--- src/rtl/dct_pkg.sv ---
package dct_pkg;

  localparam int unsigned ADDR_W = 3;

  localparam logic [ADDR_W-1:0] A_CTRL  = 3'd0;
  localparam logic [ADDR_W-1:0] A_OEN   = 3'd1;
  localparam logic [ADDR_W-1:0] A_CMP0  = 3'd2;
  localparam logic [ADDR_W-1:0] A_CMP1  = 3'd3;
  localparam logic [ADDR_W-1:0] A_COUNT = 3'd4;

  typedef enum logic [1:0] {
    ACT_HOLD   = 2'd0,
    ACT_LOW    = 2'd1,
    ACT_HIGH   = 2'd2,
    ACT_TOGGLE = 2'd3
  } lvl_act_e;

  typedef enum logic [1:0] {
    SRC_DIV1  = 2'd0,
    SRC_DIVA  = 2'd1,
    SRC_DIVB  = 2'd2,
    SRC_ALT   = 2'd3
  } src_e;

  typedef struct packed {
    logic [1:0] inv;
    lvl_act_e   act1;
    lvl_act_e   act0;
    src_e       src;
    logic       clr;
    logic       run;
  } ctrl_t;

  localparam int unsigned CTRL_W = $bits(ctrl_t);

  function automatic logic apply_act(lvl_act_e a, logic cur);
    case (a)
      ACT_LOW:    return 1'b0;
      ACT_HIGH:   return 1'b1;
      ACT_TOGGLE: return ~cur;
      default:    return cur;
    endcase
  endfunction

endpackage

--- src/rtl/dct_prescaler.sv ---
module dct_prescaler
  import dct_pkg::*;
#(
  parameter int unsigned DIV_A = 8,
  parameter int unsigned DIV_B = 32
) (
  input  logic clk_i,
  input  logic rst_ni,
  input  logic run_i,
  input  src_e src_i,
  input  logic alt_tick_i,
  output logic tick_o
);

  localparam int unsigned PW = $clog2(DIV_B);
  localparam logic [PW-1:0] MASK_A = PW'(DIV_A - 1);
  localparam logic [PW-1:0] MASK_B = PW'(DIV_B - 1);

  logic [PW-1:0] psc_q;
  logic          src_hit;

  always_ff @(posedge clk_i or negedge rst_ni) begin
    if (!rst_ni)     psc_q <= '0;
    else if (!run_i) psc_q <= '0;
    else             psc_q <= psc_q + PW'(1);
  end

  always_comb begin
    case (src_i)
      SRC_DIV1: src_hit = 1'b1;
      SRC_DIVA: src_hit = (psc_q & MASK_A) == MASK_A;
      SRC_DIVB: src_hit = (psc_q & MASK_B) == MASK_B;
      default:  src_hit = alt_tick_i;
    endcase
  end

  assign tick_o = run_i & src_hit;


  divided_spacing_chk: assert property (@(posedge clk_i) disable iff (!rst_ni)
    (run_i && $past(run_i) && src_i != SRC_DIV1 && src_i != SRC_ALT
     && $past(src_i) == src_i && $past(tick_o)) |-> !tick_o);

endmodule

--- src/rtl/dct_shadow.sv ---
module dct_shadow #(
  parameter int unsigned W = 16
) (
  input  logic         clk_i,
  input  logic         rst_ni,
  input  logic         run_i,
  input  logic         wr_i,
  input  logic [W-1:0] wdata_i,
  input  logic         load_i,
  output logic [W-1:0] active_o
);

  logic [W-1:0] buf_q;
  logic [W-1:0] act_q;

  always_ff @(posedge clk_i or negedge rst_ni) begin
    if (!rst_ni) begin
      buf_q <= '0;
      act_q <= '0;
    end else begin
      if (wr_i) buf_q <= wdata_i;
      if (wr_i && !run_i) act_q <= wdata_i;
      else if (load_i)    act_q <= buf_q;
    end
  end

  assign active_o = act_q;


  stopped_wr_chk: assert property (@(posedge clk_i) disable iff (!rst_ni)
    (!run_i && wr_i) |=> active_o == $past(wdata_i));


  running_hold_chk: assert property (@(posedge clk_i) disable iff (!rst_ni)
    (run_i && !load_i) |=> active_o == $past(active_o));

endmodule

--- src/rtl/dct_wave.sv ---
module dct_wave
  import dct_pkg::*;
#(
  parameter int unsigned N_OUT = 6,
  parameter int unsigned GRP   = 3,
  parameter int unsigned NG    = 2
) (
  input  logic             clk_i,
  input  logic             rst_ni,
  input  logic             run_i,
  input  logic             hit0_i,
  input  logic             hit1_i,
  input  lvl_act_e         act0_i,
  input  lvl_act_e         act1_i,
  input  logic [NG-1:0]    inv_i,
  input  logic [N_OUT-1:0] en_i,
  input  logic [N_OUT-1:0] port_i,
  output logic [N_OUT-1:0] wave_o
);

  logic lvl_q;

  always_ff @(posedge clk_i or negedge rst_ni) begin
    if (!rst_ni)     lvl_q <= 1'b0;
    else if (!run_i) lvl_q <= 1'b0;
    else if (hit1_i) lvl_q <= apply_act(act1_i, lvl_q);
    else if (hit0_i) lvl_q <= apply_act(act0_i, lvl_q);
  end

  for (genvar g = 0; g < N_OUT; g++) begin : g_out
    assign wave_o[g] = port_i[g] & en_i[g] & (lvl_q ^ inv_i[g / GRP]);
  end


  cmp1_wins_chk: assert property (@(posedge clk_i) disable iff (!rst_ni)
    (run_i && hit0_i && hit1_i && act1_i == ACT_HIGH && act0_i == ACT_LOW) |=> lvl_q);


  toggle_chk: assert property (@(posedge clk_i) disable iff (!rst_ni)
    (run_i && hit0_i && !hit1_i && act0_i == ACT_TOGGLE) |=> lvl_q != $past(lvl_q));


  stop_lvl_chk: assert property (@(posedge clk_i) disable iff (!rst_ni)
    !run_i |=> !lvl_q);

endmodule

--- src/rtl/dual_cmp_timer.sv ---
module dual_cmp_timer
  import dct_pkg::*;
#(
  parameter int unsigned CNT_W = 16,
  parameter int unsigned N_OUT = 6,
  parameter int unsigned GRP   = 3,
  parameter int unsigned DIV_A = 8,
  parameter int unsigned DIV_B = 32
) (
  input  logic              clk_i,
  input  logic              rst_ni,
  input  logic              alt_tick_i,
  input  logic              we_i,
  input  logic [ADDR_W-1:0] addr_i,
  input  logic [CNT_W-1:0]  wdata_i,
  output logic [CNT_W-1:0]  rdata_o,
  input  logic [N_OUT-1:0]  port_data_i,
  output logic [N_OUT-1:0]  wave_o,
  output logic              irq_cmp0_o,
  output logic              irq_cmp1_o,
  output logic              irq_ovf_o
);

  localparam int unsigned NG    = (N_OUT + GRP - 1) / GRP;
  localparam int unsigned N_CMP = 2;

  ctrl_t             ctrl_q;
  logic [N_OUT-1:0]  oen_q;
  logic [CNT_W-1:0]  cnt_q;
  logic [CNT_W-1:0]  cmp_act [N_CMP];
  logic [N_CMP-1:0]  hit;
  logic              tick;
  logic              ovf_hit;
  logic              wrap_clr;
  logic              load;
  logic [CTRL_W-1:0] ctrl_bits;

  always_ff @(posedge clk_i or negedge rst_ni) begin
    if (!rst_ni) begin
      ctrl_q <= '0;
      oen_q  <= '0;
    end else if (we_i) begin
      if (addr_i == A_CTRL) ctrl_q <= ctrl_t'(wdata_i[CTRL_W-1:0]);
      if (addr_i == A_OEN)  oen_q  <= wdata_i[N_OUT-1:0];
    end
  end

  dct_prescaler #(.DIV_A(DIV_A), .DIV_B(DIV_B)) u_psc (
    .clk_i      (clk_i),
    .rst_ni     (rst_ni),
    .run_i      (ctrl_q.run),
    .src_i      (ctrl_q.src),
    .alt_tick_i (alt_tick_i),
    .tick_o     (tick)
  );

  assign ovf_hit  = tick & (&cnt_q);
  assign wrap_clr = ctrl_q.clr & hit[1];
  assign load     = ctrl_q.clr ? hit[1] : ovf_hit;

  for (genvar ch = 0; ch < N_CMP; ch++) begin : g_cmp
    logic wr;
    assign wr      = we_i && (addr_i == A_CMP0 + ADDR_W'(ch));
    assign hit[ch] = tick && (cnt_q == cmp_act[ch]);

    dct_shadow #(.W(CNT_W)) u_shadow (
      .clk_i    (clk_i),
      .rst_ni   (rst_ni),
      .run_i    (ctrl_q.run),
      .wr_i     (wr),
      .wdata_i  (wdata_i),
      .load_i   (load),
      .active_o (cmp_act[ch])
    );
  end

  always_ff @(posedge clk_i or negedge rst_ni) begin
    if (!rst_ni)          cnt_q <= '0;
    else if (!ctrl_q.run) cnt_q <= '0;
    else if (tick)        cnt_q <= wrap_clr ? '0 : cnt_q + CNT_W'(1);
  end

  assign irq_cmp0_o = hit[0];
  assign irq_cmp1_o = hit[1];
  assign irq_ovf_o  = ovf_hit;

  dct_wave #(.N_OUT(N_OUT), .GRP(GRP), .NG(NG)) u_wave (
    .clk_i  (clk_i),
    .rst_ni (rst_ni),
    .run_i  (ctrl_q.run),
    .hit0_i (hit[0]),
    .hit1_i (hit[1]),
    .act0_i (ctrl_q.act0),
    .act1_i (ctrl_q.act1),
    .inv_i  (ctrl_q.inv[NG-1:0]),
    .en_i   (oen_q),
    .port_i (port_data_i),
    .wave_o (wave_o)
  );

  assign ctrl_bits = ctrl_q;

  always_comb begin
    case (addr_i)
      A_CTRL:  rdata_o = CNT_W'(ctrl_bits);
      A_OEN:   rdata_o = CNT_W'(oen_q);
      A_CMP0:  rdata_o = cmp_act[0];
      A_CMP1:  rdata_o = cmp_act[1];
      A_COUNT: rdata_o = cnt_q;
      default: rdata_o = '0;
    endcase
  end


  cnt_step_chk: assert property (@(posedge clk_i) disable iff (!rst_ni)
    (ctrl_q.run && tick && !irq_ovf_o && !(ctrl_q.clr && irq_cmp1_o))
    |=> cnt_q == $past(cnt_q) + CNT_W'(1));


  cnt_hold_chk: assert property (@(posedge clk_i) disable iff (!rst_ni)
    (ctrl_q.run && !tick) |=> cnt_q == $past(cnt_q));


  stop_zero_chk: assert property (@(posedge clk_i) disable iff (!rst_ni)
    !ctrl_q.run |=> cnt_q == '0);


  clr_wrap_chk: assert property (@(posedge clk_i) disable iff (!rst_ni)
    (irq_cmp1_o && ctrl_q.clr) |=> cnt_q == '0);


  ovf_wrap_chk: assert property (@(posedge clk_i) disable iff (!rst_ni)
    irq_ovf_o |=> cnt_q == '0);

endmodule

--- config.mk ---
export PLATFORM = sky130hd
export DESIGN_NAME = dual_cmp_timer
export DESIGN_NICKNAME = d
export VERILOG_FILES = /design/src/rtl/dct_pkg.sv /design/src/rtl/dct_prescaler.sv /design/src/rtl/dct_shadow.sv /design/src/rtl/dct_wave.sv /design/src/rtl/dual_cmp_timer.sv
export SDC_FILE = /design/constraint.sdc
export NUM_CORES = 1
export LEC_CHECK = 0
export BUFFER_PORTS_ARGS = -buffer_cell sky130_fd_sc_hd__clkbuf_2
export CAP_MARGIN = 15
export CELL_PAD_IN_SITES_DETAIL_PLACEMENT = 1
export CELL_PAD_IN_SITES_GLOBAL_PLACEMENT = 2
export CORE_AREA = 5 5 118 142
export DETAILED_ROUTE_END_ITERATION = 8
export DIE_AREA = 0 0 123 147
export GPL_ROUTABILITY_DRIVEN = 0
export PLACE_DENSITY = 0.85
export SLEW_MARGIN = 20
export SYNTH_ARGS = -nofsm -noshare
export SYNTH_HDL_FRONTEND = slang
export SYNTH_HIERARCHICAL = 1
export SYNTH_SLANG_ARGS = --single-unit
export TNS_END_PERCENT = 10
--- constraint.sdc ---
create_clock -name clk_i -period 6.4 [get_ports clk_i]
set_input_delay 0.96 -clock clk_i [delete_from_list [all_inputs] [get_ports clk_i]]
set_output_delay 0.96 -clock clk_i [all_outputs]
set_load 0.02 [all_outputs]
==> flow_metrics.tcl <==
set metrics [dict create \
    tritoncts_clock_tree "done" \
    most_common_cell_after_layout_fill_and_taps_aside "sky130_fd_sc_hd__dfrtp_1" \
    clock_power_share_pct 26.8 \
    timing.hold.worst.class "reg2reg" \
    gr-usage-all-layers_pct 18.9 \
    yosys_warnings 6 \
    area_used_by_multi_input_combinational_logic_um2 3080 \
    final.period_utilization_pct 62.2 \
    num-fill-cells 1673 \
    power.share.combinational_pct 28.5 \
    slowest_delay_ns 0.52 \
    initial_utilization_pct 38.7 \
    wl_um 16200 \
    seq_area_um2 2550 \
    cts_num_sinks 102 \
    grt_pass1_wl_um 26500 \
    clk_pin_slew_worst_paths_ns 0.07 \
    detail_route.iter0.violations 146 \
    antennaDiodeCount 0 \
    cp_arrival_ns 3.02 \
    cap_violations 0 \
    ir_drop_mv 0.137 \
    nNetsFinal 570 \
    status "complete, no violations" \
    relSlewSlack_pct 28.7 \
    synth_edf_count 0 \
    holdBufCountCts 0 \
    power_density_nw_per_um2 324 \
    postCtsSetupRepairBufs 0 \
    seq_area_frac_synth_pct 43.0 \
    achievable-frequency_mhz 251 \
    syn_inst 503 \
    rows 50 \
    fin_worst_skew_ns 0.00964 \
    die_h_um 147 \
    cp.buffers_inverters 2 \
    boundary_pin_count 54 \
    cts_buffer_depth 2 \
    ys_seq_elements 102 \
    later_pin_clock_latency_in_the_skew_report_ns 0.35 \
    layout-area-overhead-vs-synth_pct 10.3 \
    slowest_stage "sky130_fd_sc_hd__nor4_2" \
    p_int_mw 1.46 \
    route.detailed.wl_per_inst_um 21.7 \
    worst_setup_slack_after_placement_ns 2.32 \
    drtPass1Iterations 4 \
    antenna_violating_nets_post_route 0 \
    sum_of_negative_setup_slack_ns 0 \
    timing_worst_setup_path_type "reg2out" \
    library_cells_used_by_synthesis 57 \
    setup_viol 0 \
    number_of_global_route_vias_before_repair 4732 \
    synth_fp_nets 538 \
    layout_common_cells "sky130_fd_sc_hd__dfrtp_1, sky130_fd_sc_hd__mux2_2, sky130_fd_sc_hd__clkbuf_2" \
    dr_total_vias 4106 \
    grt_max_degree 67 \
    via_per_inst 5.49 \
    asyncSetResetFlopFracSynth_pct 100 \
    post_cts_resize_count 0 \
    critical_path.endpoint_type "output port" \
    detailed_place_hpwl_um 11800 \
    core_um2 15300 \
    unrepaired_setup_endpoints_after_global_routing "no" \
    post_synth_instance_area_um2 5930 \
    fin_ws_ns 2.42 \
    sequentialPowerShare_pct 44.7 \
    port-buffer-count 53 \
    cts_max_level 3 \
    grt_antenna_before_repair 0 \
    final_count_of_hold_timing_violations 0 \
    required_ns 5.44 \
    post-route-min-period_ns 3.98 \
    report.final.slew_viol_count 0 \
    detail_route.drc_violations 0 \
    worst_path_max_fanout 15 \
    ctsRootBufferMaster "sky130_fd_sc_hd__clkbuf_16" \
    p_sw_share_pct 31.4 \
    cp-start-kind "flip-flop" \
    cpLargestDelayFamily "simple AND/OR/NAND/NOR gates" \
    global_route.overflow_total 0 \
    max_slew.worst_pin.slew_ns 1.07 \
    ys.flop_type "sky130_fd_sc_hd__dfrtp_1" \
    numCtsBuffers 9 \
    layout-drive-gt1-share_pct 38.1 \
    synth_area_per_cell_um2 11.8 \
    fp.dieW_um 123 \
    design.die.area_um2 18100 \
    path_cells "ha_1 > and3_1 > ha_1 > nor2_1 > a221oi_1 > buf_4 > o21ai_0 > nor4_2 > and2_1 > clkbuf_2" \
    leakage_nw 2.85 \
    total_switching_power_mw 0.666 \
    crit_top_cell "sky130_fd_sc_hd__ha_1" \
]
[registers in the layout (all words and copies together), names as in the netlist]
| signal | count |
|---|---|
| u_wave/lvl_q | 1 |
| g_cmp.u_shadow/buf_q | 32 |
| ctrl_bits | 10 |
| oen_q | 6 |
| cnt_q | 16 |
| g_cmp.u_shadow/active_o | 32 |
| u_psc/psc_q | 5 |
[power groups by stage]
stage                     combinational (mW)  sequential (mW)  clock, mW
after detailed placement               0.604            0.961          0
after floorplan                        0.471            0.899          0
after global routing                   0.654            0.968      0.604
after CTS                              0.612            0.949      0.578
after global placement                 0.575            0.948          0
final                                  0.604            0.949      0.568
[path summary, 6_finish.rpt]
| path | from | end | slack [ns] | cells after the start |
|---|---|---|---|---|
| max | u_psc/psc_q[0] | irq_cmp1_o | 2.42 | 10 |
| min | u_psc/psc_q[0] | u_psc/psc_q[0] | 0.47 | 1 |
| max reg2reg | u_psc/psc_q[0] | g_cmp[1].u_shadow/active_o[3] | 2.50 | 11 |
| min reg2reg | u_psc/psc_q[0] | u_psc/psc_q[0] | 0.47 | 1 |
| max in group asynchronous | rst_ni | ctrl_bits[4] | 4.56 | 2 |
| min in group asynchronous | rst_ni | g_cmp[0].u_shadow/buf_q[11] | 0.57 | 1 |
[synthesized netlist by cell type (all sizes together), types with 8 or more instances]
cell type  count  area [um^2]
o311ai         8         70.1
a21oi          8         43.8
o21ai         15         75.1
mux2         116         1460
nand3         20          105
a22oi         13          103
buf           30          252
inv           10         37.5
and3           8         50.1
xnor2         25          219
nand4         11         68.8
mux2i         12          120
nor2          13         48.8
nand2         31          116
dfrtp        102         2550
[metrics by stage]
step	hold WS [ns]	utilization (%)	total power, mW	instance area, um^2	instances
2_1_floorplan	0.425	-	1.37	5930	503
3_3_place_gp	0.455	40.6	1.52	6230	732
3_5_place_dp	0.459	40.7	1.57	6230	732
4_1_cts	0.468	42.7	2.14	6540	748
5_1_grt	0.509	42.7	2.23	6550	748
6_report	0.467	42.7	2.12	6550	748
[logic make-up after synthesis]
group,share of synthesized area [%]
muxes,26.6
and+or+nand+nor,11.4
DFF,43.0
AOI/OAI and AO/OA,7.85
buffers and inverters,5.31
xor gates and xnor gates,4.58
adders and majority gates,1.27
[area by class of cell]
type,count,area share (%)
clock buffers,10,3.65
clock inverters,6,1.05
inverters,10,0.574
multi-input cells,354,47.1
flip-flops and latches,102,39.0
well taps,208,3.98
repair buffers,58,4.66
[layer usage]
metal	track usage [%]	part of all wire, %	vias to the layer above
met1	22.9	41	2127
met4	5.71	2.3	0
li1	-	-	1893
met5	0	0	-
met3	2.46	2.3	23
met2	34.4	54	63
No activity file was read; power rests on OpenSTA's default activity.
